## src/rtl/seg_map_pkg.sv

```systemverilog
package seg_map_pkg;
  localparam int DEF_SEG_BITS    = 2;
  localparam int DEF_BANK_BITS   = 4;
  localparam int DEF_OFFSET_BITS = 13;
  localparam int DEF_DATA_W      = 8;

  typedef enum logic {
    IDX_FROM_ADDR = 1'b0,
    IDX_FROM_DATA = 1'b1
  } idx_src_e;
endpackage

```

## src/rtl/seg_map_index_mux.sv

```systemverilog
module seg_map_index_mux
  import seg_map_pkg::*;
#(
  parameter int SEG_BITS    = DEF_SEG_BITS,
  parameter int BANK_BITS   = DEF_BANK_BITS,
  parameter int OFFSET_BITS = DEF_OFFSET_BITS,
  parameter int DATA_W      = DEF_DATA_W,
  localparam int WIN_BITS   = OFFSET_BITS + SEG_BITS
) (
  input  logic [WIN_BITS-1:0] win_addr,
  input  logic [DATA_W-1:0]   wr_data,
  input  logic                wr_req,
  output logic [SEG_BITS-1:0] sel_idx,
  output logic [SEG_BITS-1:0] data_idx,
  output logic [BANK_BITS-1:0] data_bank,
  output idx_src_e            sel_src
);
  // The data word is split into bank (low) and entry number (above it);
  // anything above that is dropped.
  assign data_bank = wr_data[BANK_BITS-1:0];
  assign data_idx  = wr_data[BANK_BITS +: SEG_BITS];

  always_comb begin
    sel_src = wr_req ? IDX_FROM_DATA : IDX_FROM_ADDR;
    unique case (sel_src)
      IDX_FROM_DATA: sel_idx = data_idx;
      default:       sel_idx = win_addr[OFFSET_BITS +: SEG_BITS];
    endcase
  end
endmodule

```

## src/rtl/seg_map_regfile.sv

```systemverilog
module seg_map_regfile
  import seg_map_pkg::*;
#(
  parameter int SEG_BITS  = DEF_SEG_BITS,
  parameter int BANK_BITS = DEF_BANK_BITS,
  localparam int ENTRIES  = 1 << SEG_BITS
) (
  input  logic                 clk,
  input  logic                 rst_n,
  input  logic                 wr_en,
  input  logic [SEG_BITS-1:0]  wr_idx,
  input  logic [BANK_BITS-1:0] wr_bank,
  input  logic [SEG_BITS-1:0]  xlat_idx,
  output logic [BANK_BITS-1:0] xlat_bank,
  input  logic [SEG_BITS-1:0]  peek_idx,
  output logic [BANK_BITS-1:0] peek_bank
);
  // No reset on the storage: contents are whatever power-up leaves.
  logic [BANK_BITS-1:0] slot [ENTRIES];

  for (genvar k = 0; k < ENTRIES; k++) begin : g_slot
    logic hit;
    assign hit = wr_en && (wr_idx == SEG_BITS'(k));

    always_ff @(posedge clk) begin
      if (hit) slot[k] <= wr_bank;
    end

    AST_OTHER_SLOT_HOLDS: assert property (@(posedge clk) disable iff (!rst_n)
      !(wr_en && wr_idx == SEG_BITS'(k)) |=> $stable(slot[k]));
  end

  assign xlat_bank = slot[xlat_idx];
  assign peek_bank = slot[peek_idx];

  AST_WRITE_LANDS: assert property (@(posedge clk) disable iff (!rst_n)
    wr_en |=> slot[$past(wr_idx)] == $past(wr_bank));
endmodule

```

## src/rtl/seg_map_readback.sv

```systemverilog
module seg_map_readback
  import seg_map_pkg::*;
#(
  parameter int SEG_BITS  = DEF_SEG_BITS,
  parameter int BANK_BITS = DEF_BANK_BITS,
  parameter bit HAS_RB    = 1'b1
) (
  input  logic                 clk,
  input  logic                 rst_n,
  input  logic                 wr_en,
  input  logic [SEG_BITS-1:0]  wr_idx,
  output logic [SEG_BITS-1:0]  peek_idx,
  input  logic [BANK_BITS-1:0] peek_bank,
  output logic [BANK_BITS-1:0] rb_out
);
  if (HAS_RB) begin : g_rb
    logic [SEG_BITS-1:0] last_idx;

    always_ff @(posedge clk or negedge rst_n) begin
      if (!rst_n)     last_idx <= '0;
      else if (wr_en) last_idx <= wr_idx;
    end

    assign peek_idx = last_idx;
    assign rb_out   = peek_bank;

    AST_RB_INDEX_FOLLOWS: assert property (@(posedge clk) disable iff (!rst_n)
      wr_en |=> last_idx == $past(wr_idx));
    AST_RB_INDEX_STEADY: assert property (@(posedge clk) disable iff (!rst_n)
      !wr_en |=> $stable(last_idx));
  end else begin : g_no_rb
    assign peek_idx = '0;
    assign rb_out   = '0;
  end
endmodule

```

## src/rtl/seg_map_file.sv

```systemverilog
module seg_map_file
  import seg_map_pkg::*;
#(
  parameter int SEG_BITS    = DEF_SEG_BITS,
  parameter int BANK_BITS   = DEF_BANK_BITS,
  parameter int OFFSET_BITS = DEF_OFFSET_BITS,
  parameter int DATA_W      = DEF_DATA_W,
  parameter bit HAS_RB      = 1'b1,
  localparam int WIN_BITS   = OFFSET_BITS + SEG_BITS,
  localparam int BANK_SPAN  = WIN_BITS,
  localparam int PHYS_BITS  = BANK_SPAN + BANK_BITS
) (
  input  logic                 clk,
  input  logic                 rst_n,
  input  logic [WIN_BITS-1:0]  cpu_addr,
  input  logic [DATA_W-1:0]    cpu_data,
  input  logic                 map_wr,
  output logic [PHYS_BITS-1:0] phys_addr,
  output logic [BANK_BITS-1:0] rb_data
);
  logic [SEG_BITS-1:0]  sel_idx, data_idx, peek_idx;
  logic [BANK_BITS-1:0] data_bank, xlat_bank, peek_bank;
  idx_src_e             sel_src;

  seg_map_index_mux #(
    .SEG_BITS(SEG_BITS), .BANK_BITS(BANK_BITS),
    .OFFSET_BITS(OFFSET_BITS), .DATA_W(DATA_W)
  ) u_mux (
    .win_addr(cpu_addr), .wr_data(cpu_data), .wr_req(map_wr),
    .sel_idx(sel_idx), .data_idx(data_idx), .data_bank(data_bank),
    .sel_src(sel_src)
  );

  seg_map_regfile #(.SEG_BITS(SEG_BITS), .BANK_BITS(BANK_BITS)) u_file (
    .clk(clk), .rst_n(rst_n),
    .wr_en(map_wr), .wr_idx(data_idx), .wr_bank(data_bank),
    .xlat_idx(sel_idx), .xlat_bank(xlat_bank),
    .peek_idx(peek_idx), .peek_bank(peek_bank)
  );

  seg_map_readback #(
    .SEG_BITS(SEG_BITS), .BANK_BITS(BANK_BITS), .HAS_RB(HAS_RB)
  ) u_rb (
    .clk(clk), .rst_n(rst_n), .wr_en(map_wr), .wr_idx(data_idx),
    .peek_idx(peek_idx), .peek_bank(peek_bank), .rb_out(rb_data)
  );

  assign phys_addr = {xlat_bank, cpu_addr};

  AST_SRC_FOLLOWS_WRITE: assert property (@(posedge clk) disable iff (!rst_n)
    map_wr |-> sel_src == IDX_FROM_DATA);
endmodule

```

## config.mk

```make
export PLATFORM = sky130hd
export DESIGN_NAME = seg_map_file
export DESIGN_NICKNAME = d
export VERILOG_FILES = /design/src/rtl/seg_map_pkg.sv /design/src/rtl/seg_map_index_mux.sv /design/src/rtl/seg_map_regfile.sv /design/src/rtl/seg_map_readback.sv /design/src/rtl/seg_map_file.sv
export SDC_FILE = /design/constraint.sdc
export NUM_CORES = 1
export LEC_CHECK = 0
export ABC_AREA = 1
export BUFFER_PORTS_ARGS = -buffer_cell sky130_fd_sc_hd__buf_4
export CAP_MARGIN = 25
export CORE_MARGIN = 5
export CORE_UTILIZATION = 45
export DETAILED_ROUTE_END_ITERATION = 7
export PLACE_DENSITY = 0.77
export SLEW_MARGIN = 5
export SYNTH_ARGS = -nofsm -noshare
export SYNTH_HDL_FRONTEND = slang
export SYNTH_SLANG_ARGS = --single-unit
```

## constraint.sdc

```tcl
create_clock -name clk -period 1.4 [get_ports clk]
set_clock_uncertainty 0.2 [all_clocks]
set_input_delay 0 -clock clk [delete_from_list [all_inputs] [get_ports clk]]
set_output_delay 0 -clock clk [all_outputs]
set_load 0.03 [all_outputs]
```

; ---- Yosys cells after proc, flatten, opt, wreduce, memory -nomap -nowiden
; Memory sizes are Yosys's and may differ from the RTL's.
; Index checks and enable logic that the tools add are counted.
[op_classes]
eq_ne = 3
mux = 19
n_reduce_logical = 8
[op_table]
columns = op, count
row1 = two-way mux 1 bit, 12
row2 = two-way mux 4 bit, 3
row3 = OR reduction 4 bit, 3
row4 = two-way mux 2 bit, 4
row5 = "== test 2 bit, second input constant", 2
row6 = logical AND 1 bit, 4
row7 = "== test 2 x 1 -> 1 bit, second input constant", 1
row8 = logical NOT 2 bit, 1
[totals]
reg_bits = 2
mem_bits_rw = 16
input_bits = 26
out_inout_bits = 23
word_cells = 32
mem_count = 1
[memory_table]
columns = memory, words, width, read_ports, rd_ports_with_merged_regs, write_ports, line_no
row1 = u_file.slot, 4, 4, 2, 0, 1, seg_map_regfile.sv:19  ; logic [BANK_BITS-1:0] slot [ENTRIES];

; ---- Depth between registers and ports, before layout
; Gate-level depths: netlist (run 1).
[logic_depth]
depth_word = 8
ltp_mapped = 6
depth_no_buf = 5

; ---- Modules after synthesis
; Synthesis (run 1) repeated with hierarchy kept, for this count alone.
[hier_totals]
hier_cells = 143
area_unflattened_um2 = 1137.3
[modules_own_cells]
columns = module, instances, cells_each, area_per_inst_um2, seq_area_each_um2
row1 = seg_map_regfile, 1, 101, 839.6, 480.5
row2 = seg_map_file, 1, 15, 112.6, 0.0
row3 = seg_map_readback, 1, 13, 106.4, 50.0
row4 = seg_map_index_mux, 1, 14, 78.8, 0.0

; ---- Worst setup path after synthesis (run 1)
; Ideal clock, no wire load.
[synth_timing]
path_kind = reg2out
from = register u_rb.g_rb.last_idx[0] (netlist: u_rb.peek_idx[0])
to = output rb_data[0]
arrival_time_ns = 0.913
required_ns = 1.200
path_slack_ns = 0.287
stages_incl_launch_ff = 6
n_path_buf = 1
cell_sequence = dfrtp_1 buf_4 inv_2 a21oi_1 o21ai_1 nand2_1
[synth_between]
elab_chain_len = 1
[synth_rtl]
columns = element, line_no
row1 = start: declaration, seg_map_readback.sv:17  ; logic [SEG_BITS-1:0] last_idx;
row2 = start signal: assignment, seg_map_readback.sv:21  ; else if (wr_en) last_idx <= wr_idx;
row3 = memory read (4 x 4 bit), --
row4 = end: declaration, seg_map_file.sv:19  ; output logic [BANK_BITS-1:0] rb_data
; Every way passes these cells.

; ---- Worst setup path in the final report (run 1)
; Ends and elaborated chain as after synthesis.

==> results of run 1 <==
-- path summary, 6_finish.rpt --
path | start | to | slack (ns) | cells past startpoint
setup / recovery | u_rb.peek_idx[0] | rb_data[0] | -0.08 | 5
hold / removal | cpu_data[4] | u_file.slot[1][3] | 0.02 | 3
setup reg to reg | u_rb.peek_idx[0] | u_rb.peek_idx[0] | 0.40 | 2
hold reg to reg | u_rb.peek_idx[1] | u_rb.peek_idx[1] | 0.51 | 2
max in group asynchronous | rst_n | u_rb.peek_idx[0] | 0.50 | 3
min in group asynchronous | rst_n | u_rb.peek_idx[1] | 0.36 | 3
-- worst max-delay path, cell delays in order (launching register included) --
cell and delay, ns:
dfrtp_2 0.47, inv_4 0.08, a21oi_1 0.17, o21ai_1 0.08
nand2_1 0.07, buf_6 0.13
-- per-layer routing --
| layer | up-vias | wire length [um] |
|---|---|---|
| li1 | 456 | - |
| met1 | 442 | 942 |
| met2 | 54 | 1290 |
| met3 | 2 | 272 |
| met4 | 0 | 15 |
| met5 | - | 0 |
-- synth_stat cells --
library cell | number | share of area (%)
edfxtp_1 | 16 | 45
nand2_4 | 4 | 4.2
nand3_1 | 24 | 11
o21ai_0 | 6 | 2.8
dfrtp_1 | 2 | 4.6
inv_1 | 20 | 7.0
buf_4 | 16 | 11
buf_6 | 1 | 1.0
o21ai_2 | 1 | 0.81
o21ai_1 | 4 | 1.9
a21oi_1 | 8 | 3.7
inv_6 | 1 | 0.81
nand2_1 | 10 | 3.5
nand2_2 | 2 | 1.2
inv_2 | 1 | 0.35
nor2_1 | 4 | 1.4
-- cell usage in the layout, fill, tap and decap left out --
master	n
nand3_1	23
inv_6	1
nand2_1	9
o21ai_1	7
nand3_2	1
nand2_2	3
dlygate4sd3_1	24
clkbuf_4	3
inv_4	1
inv_1	18
buf_4	20
o21ai_2	2
a21oi_1	8
nor2_1	4
nand2_4	4
dfrtp_1	1
inv_2	2
dfrtp_2	1
edfxtp_1	16
o21ai_0	2
buf_6	7
clkbuf_1	1
-- cells by family after synthesis --
group	after synthesis	share of synthesized area, %
AND/OR/NAND/NOR	44	21.3
buffers and inverters	39	20.3
AO/OA/AOI/OAI	19	9.17
flip-flops	18	49.2
-- per-stage QoR --
stage / hold WS (ns) / total power, mW
final: 0.0176 / 1.34
after global routing: 0.0278 / 1.40
after CTS: 0.00742 / 1.34
after detailed placement: -0.414 / 0.955
after global placement: -0.416 / 0.948
after floorplan: -0.496 / 0.909
-- power groups by stage --
stage | Combinational, mW | Clock [mW] | Sequential, mW
global route | 0.481 | 0.280 | 0.637
CTS | 0.443 | 0.265 | 0.632
detailed placement | 0.310 | 0 | 0.645
global placement | 0.304 | 0 | 0.644
floorplan | 0.273 | 0 | 0.636
finish | 0.451 | 0.257 | 0.633
-- sequential cells by signal, summed over array words and instances, names as in the netlist --
name,count
u_file.slot,16
u_rb.peek_idx,2
-- timing repair --
item,4_1_cts,5_1_grt
resized for setup,14,6
endpoints found under the setup margin,4,6
hold buffers,24,0
hold endpoints to repair,40,0
setup buffers,3,0
pin swaps,2,4
-- cell type report --
type                            instances  share of cell area, %
Clock buffer                            4                   1.76
Inverter                               22                   6.04
Multi-Input combinational cell         63                   22.8
Sequential cell                        18                   35.6
Tap cell                               28                   2.35
Timing Repair Buffer                   51                   31.4
==> results.md, run 1 <==
* Final setup fails at 4
* # IOs at around 50
* Slew margin rel. at 78.2%
* Die H at just under 60 um
* Met3 usage at about 2.6%
* Root buf cell: clkbuf_4
* Final Hold Violating Endpoints at 0
* Power Dens Cells at 898 mW/mm^2
* Final Max Tran Viols at 0
* # H-tree levels at 1
* Combinational power share at 33.6%
* Wire per inst at roughly 14 um
* Post-synthesis cell type count at 16
* Largest net degree at the start of global routing at 11
* GRT busiest layer: met2
* Synth Warn # at 0
* Fmax at around 680 MHz
* CTS max path bufs at 2
* Crit-path max FO at 9
* Core ar. at about 0.0023 mm^2
* Unrepaired setup endpoints after global routing: true
* CTS Sinks at 18
* Post-synth net total at between 100 and 150
* Int Power at 0.914 mW
* M1 GR Usage at around 17%
* Worst EP arrival at 1.28 ns
* Initial drt markers at 34
* Sw frac at a little under a third
* Clk slew on worst S/H paths at 0.09 ns
* Final core utilization at roughly two thirds
* Failing checks: negative setup slack
* Vias at between 900 and 1,000
* PnR worst setup slack at -0.0779 ns
* Seq/Total Area, Yosys at 49.2%
* Placed cell area at about 0.0012 mm^2
* Vias in the first global route at 892
* Maximum vdd drop at 0.000690 V
* Placed Cells at roughly 160
* Final ANT Viol Nets at 0
* FF+latch count, synth at 18
* CP required at between 1 and 1.5 ns
* Vias per cell at between 5 and 6
* Switch Pwr at roughly 0.43 mW
* Worst Path Class, Setup: flip-flop to output pin
* Total Routed Length at 2.52 mm
* Max-cap violations at 0
* IO Port Bufs at 20
* Post-Layout Cell Count at between 150 and 200
* Fraction of layout cells with a size suffix above 1 at 28.5%
* Sequential power share at roughly 47%
* # DRC at 0
* DRT Pass-1 Iters at 4
* Post-route cell area at between 0.001 and 0.0015 mm^2
* TritonCTS Buffers at 3
* Minimum clock period at between 1 and 1.5 ns
* Die area at 0.00348 mm^2
* N_diodes at 0
* Initial antenna violation count at 0
* GR Overflow Total at 0
* Starting Density at roughly 48%
* Setup crit end kind: output pin
* TritonCTS clock tree: built
* DPL Wire Length at roughly 1.6 mm
* Total track usage at between 10 and 15%
* Storage cell area at between 500 and 600 um^2
* Multi-input gate area at ~340 um^2
* Skew-Pair Late Insertion Delay at 0.28 ns
* First-pass GRT wire length at 3.83 mm
* Die Wd at 59.0 um
* DP Worst Slack at ~0.13 ns
* Fillcell total at 181
* Period utilization at 106%
* Setup TNS at -0.258 ns
* Syn_area_per_cell at 8.99 um^2
* Worst Max-Slew Pin Slew at around 0.33 ns
* Area growth syn-to-layout at 38.4%
* Cell area after synthesis at ~0.0011 mm^2
* Final net count at roughly 190
* GP Congestion at ~0.8
* Status: complete, but fails checks
* Row cnt at 17
* Leakage power at between 0.6 and 0.7 nW
* Clock share of power at 19.1%
* CP Launch Type: flip-flop
* Cells after Synth at 120
* Hold WC Path Type: primary input to flip-flop
* Met2 global-route usage at 26.7%
Note: power is estimated with default switching activity, not from simulation.
==> run 2: changes to the inputs <==
Settings changed: PLACE_DENSITY 0.77 to unset, PLACE_DENSITY_LB_ADDON set to 0.1, SKIP_CTS_REPAIR_TIMING set to 1.
==> results.md, run 2 (synthesized netlist as in run 1, its figures left out) <==
* Max-cap violations at 0 (unchanged)
* R2r endpoint: u_rb.peek_idx[0]
* IO Port Bufs at 20 (unchanged)
* Period utilization at 105% (-0.47 points)
* Worst reg2reg path depth at 2 (unchanged)
* Setup crit end kind: output pin
* First-pass GRT wire length at 3.54 mm (-7.6%)
* Placed cell area at 0.00117 mm^2 (+0.65%)
* Post-route cell area at 0.00148 mm^2 (-0.67%)
* Hold path cells at 2 (-1)
* Unrepaired setup endpoints after global routing: true
* Starting Density at 47.8% (unchanged)
* Leakage power at 0.694 nW (-0.32%)
* Status: complete, but fails checks
* PnR worst setup slack at -0.0713 ns (+0.00661 ns)
* Most used cell along the critical path: buf_6
* Post-Layout Cell Count at 183 (-1.6%)
* Core ar. at 0.00225 mm^2 (unchanged)
* Max reg flops at 16 (unchanged)
* # IOs at 49 (unchanged)
* DRT Pass-1 Iters at 4 (unchanged)
* CTS Sinks at 18 (unchanged)
* CP required at 1.20 ns (about the same)
* Root buf cell: clkbuf_4
* Area growth syn-to-layout at 37.5%
* Hold Crit Start: map_wr
* Worst EP arrival at 1.27 ns (about the same)
* Vias in the first global route at 785 (-12%)
* Maximum vdd drop at 0.000673 V (-2.6%)
* M1 GR Usage at 16.8% (-0.43 points)
* Die H at 59.0 um (unchanged)
* Vias at 928 (-2.7%)
* Fmax at 680 MHz (+0.45%)
* Reg2reg setup slack at 0.41 ns (about the same)
* TritonCTS clock tree: built
* Slew margin rel. at 78.4% (+0.16 points)
* N_diodes at 0 (unchanged)
* Final ANT Viol Nets at 0 (unchanged)
* Worst path cell trace: buf_6, a21oi_1, o21ai_1, nand2_1, buf_6
* Max stage delay cell, worst path: dfrtp_1
* FF-to-FF Start: u_rb.peek_idx[0]
* Biggest register: u_file.slot
* Final Max Tran Viols at 0 (unchanged)
* Met3 usage at 3.73% (+1.1 points)
* Crit-path leading delay family: flip-flops
* GP Congestion at 0.849 (+6.0%)
* Critical path's largest stage delay at 0.43 ns (-0.04 ns)
* Placed Cells at 156 (+0.65%)
* TritonCTS Buffers at 3 (unchanged)
* Die area at 0.00348 mm^2 (unchanged)
* Final net count at 182 (-1.6%)
* Minimum clock period at 1.47 ns (-0.00661 ns)
* Total Routed Length at 2.59 mm (+2.6%)
* Final Hold Violating Endpoints at 2 (+2)
* GR Overflow Total at 0 (unchanged)
* CP Launch Type: flip-flop
* Total track usage at 13.8% (-1.0 points)
* Wire per inst at 14.1 um (+4.3%)
* Worst Path Class, Setup: flip-flop to output pin
* Worst Max-Slew Pin Slew at 0.323 ns (-0.00244 ns)
* Skew-Pair Late Insertion Delay at 0.28 ns (about the same)
* Pwr Total at 1.39 mW (+3.7%)
* CP startpoint: u_rb.peek_idx[0]
* WP buf/inv at 2 (unchanged)
* Failing checks: negative hold slack, negative setup slack
* Commonest non-fill, non-tap cells in the layout: nand3_1 (22), dlygate4sd3_1 (21), buf_4 (18)
* Largest net degree at the start of global routing at 11 (unchanged)
* GRT busiest layer: met2
* Met2 global-route usage at 23.0% (-3.6 points)
* DP Worst Slack at 0.170 ns (+0.0383 ns)
* CTS max path bufs at 2 (unchanged)
* Final core utilization at 65.8% (-0.44 points)
* Hold WC Path Type: primary input to flip-flop
* Fraction of layout cells with a size suffix above 1 at 31.6% (+3.1 points)
* Power Dens Cells at 938 mW/mm^2 (+4.4%)
* Die Wd at 59.0 um (unchanged)
* WHS Endpoint: u_rb.peek_idx[1]
* # H-tree levels at 1 (unchanged)
* Final setup fails at 8 (+4)
* # DRC at 0 (unchanged)
* Vias per cell at 5.07 (-1.1%)
* Most common cell after layout, fill and taps aside: nand3_1
* Initial drt markers at 32 (-5.9%)
* Clk slew on worst S/H paths at 0.10 ns (about the same)
* Fin Hold WS at -0.168 ns (-0.185 ns)
* Row cnt at 17 (unchanged)
* DPL Wire Length at 1.68 mm (+2.5%)
* Setup TNS at -0.451 ns (-0.193 ns)
* Crit-path max FO at 6 (-3)
* Initial antenna violation count at 0 (unchanged)
## run 2: changes by cell type in the layout (fill, tap and decap cells not counted), sizes merged
cell / change
dlygate4sd3: -3
## run 2: per-layer routing
| metal | vias up | share of wire (%) | routed length [um] |
|---|---|---|---|
| li1 | 454 | - | - |
| met3 | 4 | 12 | 317 |
| met1 | 416 | 36 | 929 |
| met4 | 0 | 1.4 | 36 |
| met2 | 54 | 50 | 1300 |
| met5 | - | 0 | 0 |
## run 2: power breakdown
| group | switching (mW) | leakage (nW) | internal, mW |
|---|---|---|---|
| Sequential | 0.0180 | 0.170 | 0.616 |
| Combinational | 0.260 | 0.503 | 0.187 |
| Clock | 0.152 | 0.0210 | 0.158 |
## run 2: how the worst max path moves through the flow
stage / to / cells after the start / slack, ns
finish: rb_data[3] / 5 / -0.07
global placement: rb_data[0] / 5 / 0.17
floorplan: rb_data[0] / 5 / 0.29
global route: rb_data[3] / 5 / -0.15
CTS: rb_data[0] / 5 / -0.15
detailed placement: rb_data[0] / 5 / 0.17
## run 2: final cells by class
type                    count  area [um^2]
inverters                  22         87.6
repair buffers             48          447
well taps                  28         35.0
clock buffers               4         36.3
fillers                   184          772
multi-input cells          63          345
flip-flops and latches     18          532
## run 2: worst register-to-register path, cell delays in order (launching register included)
cell,delay [ns]
dfrtp_1,0.43
inv_2,0.15
o21ai_0,0.09
==> run 3: changes to the inputs <==
Settings changed: SKIP_CTS_REPAIR_TIMING 1 to unset.
==> results.md, run 3 (synthesized netlist as in run 1, its figures left out) <==
* Vias at 959 (+3.3%)
* GR Overflow Total at 0 (unchanged)
* Max reg flops at 16 (unchanged)
* # H-tree levels at 1 (unchanged)
* CTS max path bufs at 2 (unchanged)
* DRT Pass-1 Iters at 4 (unchanged)
* GP Congestion at 0.849 (unchanged)
* Final ANT Viol Nets at 0 (unchanged)
* Fmax at 676 MHz (-0.59%)
* Die area at 0.00348 mm^2 (unchanged)
* Worst Max-Slew Pin Slew at 0.323 ns (-0.000165 ns)
* Skew-Pair Late Insertion Delay at 0.28 ns (about the same)
* Post-Layout Cell Count at 187 (+2.2%)
* Die H at 59.0 um (unchanged)
* TritonCTS clock tree: built
* Core ar. at 0.00225 mm^2 (unchanged)
* Most used cell along the critical path: buf_6
* CTS Sinks at 18 (unchanged)
* Final Max Tran Viols at 0 (unchanged)
* Period utilization at 106% (+0.63 points)
* Critical path's largest stage delay at 0.46 ns (+0.03 ns)
* Starting Density at 47.8% (unchanged)
* First-pass GRT wire length at 4.02 mm (+13%)
* CP required at 1.20 ns (about the same)
* Fillcell total at 185 (+0.54%)
* Leakage power at 0.710 nW (+2.3%)
* Most common cell after layout, fill and taps aside: nand3_1
* DPL Wire Length at 1.68 mm (unchanged)
* Max stage delay cell, worst path: dfrtp_2
* Post-route cell area at 0.00152 mm^2 (+2.7%)
* Row cnt at 17 (unchanged)
* Final core utilization at 67.5% (+1.8 points)
* Worst path cell trace: buf_6, a21oi_2, o21ai_1, nand2_1, buf_6
* Biggest register: u_file.slot
* Status: complete, but fails checks
* Pwr Total at 1.41 mW (+1.4%)
* Commonest non-fill, non-tap cells in the layout: nand3_1 (22), dlygate4sd3_1 (21), buf_4 (21)
* Vias per cell at 5.13 (+1.1%)
* TritonCTS Buffers at 3 (unchanged)
* Crit-path max FO at 6 (unchanged)
* PnR worst setup slack at -0.0800 ns (-0.00876 ns)
* Worst EP arrival at 1.28 ns (about the same)
* Slew margin rel. at 78.4% (about the same)
* N_diodes at 0 (unchanged)
* Final net count at 186 (+2.2%)
* Minimum clock period at 1.48 ns (+0.00876 ns)
* Vias in the first global route at 912 (+16%)
* Placed cell area at 0.00117 mm^2 (unchanged)
* Total Routed Length at 2.73 mm (+5.6%)
* # DRC at 0 (unchanged)
* Unrepaired setup endpoints after global routing: true
* Root buf cell: clkbuf_4
* Wire per inst at 14.6 um (+3.4%)
* Failing checks: negative hold slack, negative setup slack
* Final Hold Violating Endpoints at 2 (unchanged)
* CP Launch Type: flip-flop
* Max-cap violations at 0 (unchanged)
* Power Dens Cells at 926 mW/mm^2 (-1.3%)
* Placed Cells at 156 (unchanged)
* Hold WC Path Type: primary input to flip-flop
* Fin Hold WS at -0.157 ns (+0.0108 ns)
* Initial antenna violation count at 0 (unchanged)
* Largest net degree at the start of global routing at 11 (unchanged)
* Fraction of layout cells with a size suffix above 1 at 34.6% (+3.0 points)
* Worst Path Class, Setup: flip-flop to output pin
* Maximum vdd drop at 0.000654 V (-2.7%)
* Total track usage at 15.7% (+1.9 points)
* IO Port Bufs at 20 (unchanged)
* # IOs at 49 (unchanged)
* Area growth syn-to-layout at 41.2%
* Setup TNS at -0.409 ns (+0.0413 ns)
* Setup crit end kind: output pin
* Clk slew on worst S/H paths at 0.10 ns (about the same)
* Final setup fails at 8 (unchanged)
* Die Wd at 59.0 um (unchanged)
* Initial drt markers at 32 (unchanged)
==> run 3: cell types whose count changed in the layout (fill, tap and decap cells not counted), sizes merged <==
| cell | previous run | this run |
|---|---|---|
| buf | 27 | 30 |
| nand2 | 16 | 17 |
==> run 3: stage by stage <==
step	setup slack, ns	hold WS (ns)
floorplan	0.287	-0.496
global placement	0.173	-0.418
detailed placement	0.170	-0.416
CTS	-0.0690	-0.172
global route	-0.158	-0.127
finish	-0.0800	-0.157
==> run 3: worst max-delay path: cells and delay by family, from the launching register on <==
family	cells	cell delay, ns
and+or+nand+nor	1	0.08
buffers and inverters	2	0.28
AOI/OAI and AO/OA	2	0.18
DFF	1	0.46
==> run 3: area by class of cell <==
type	instances	area (um^2)	area share, %
clock buffer	4	36.3	2.38
inverter	22	90.1	5.92
multi-input combinational	64	359	23.6
sequential	18	533	35.0
tap	28	35.0	2.30
timing repair buffer	51	469	30.8
==> run 3: report_power, final <==
| group | internal (mW) | switching, mW | total (mW) |
|---|---|---|---|
| combinational | 0.196 | 0.270 | 0.466 |
| clock | 0.158 | 0.152 | 0.310 |
| sequential | 0.616 | 0.0186 | 0.635 |
==> run 3: layer usage <==
metal,share of wire (%),global-route usage (%),vias up
met4,2.0,6.80,0
li1,-,-,465
met2,50,27.9,50
met1,37,17.6,438
met5,0,0,-
met3,11,3.73,6
==> run 3: path summary, 6_finish.rpt <==
path	startpoint	to	slack (ns)	depth (start not counted)
worst max-delay path	u_rb.peek_idx[0]	rb_data[0]	-0.08	5
worst min-delay path	map_wr	u_rb.peek_idx[1]	-0.16	2
worst max register to register	u_rb.peek_idx[1]	u_rb.peek_idx[1]	0.43	2
worst min register to register	u_rb.peek_idx[0]	u_rb.peek_idx[0]	0.47	2
max in group asynchronous	rst_n	u_rb.peek_idx[0]	0.51	3
min in group asynchronous	rst_n	u_rb.peek_idx[1]	0.36	3
==> run 3: timing repair <==
action                     4_1_cts  5_1_grt
hold buffers                    21        2
buffers inserted                 1        4
hold endpoints to repair        45        8
cloned                           0        1
gates resized for setup         15       10
setup endpoints to repair        4        8
pin swaps                        7        6
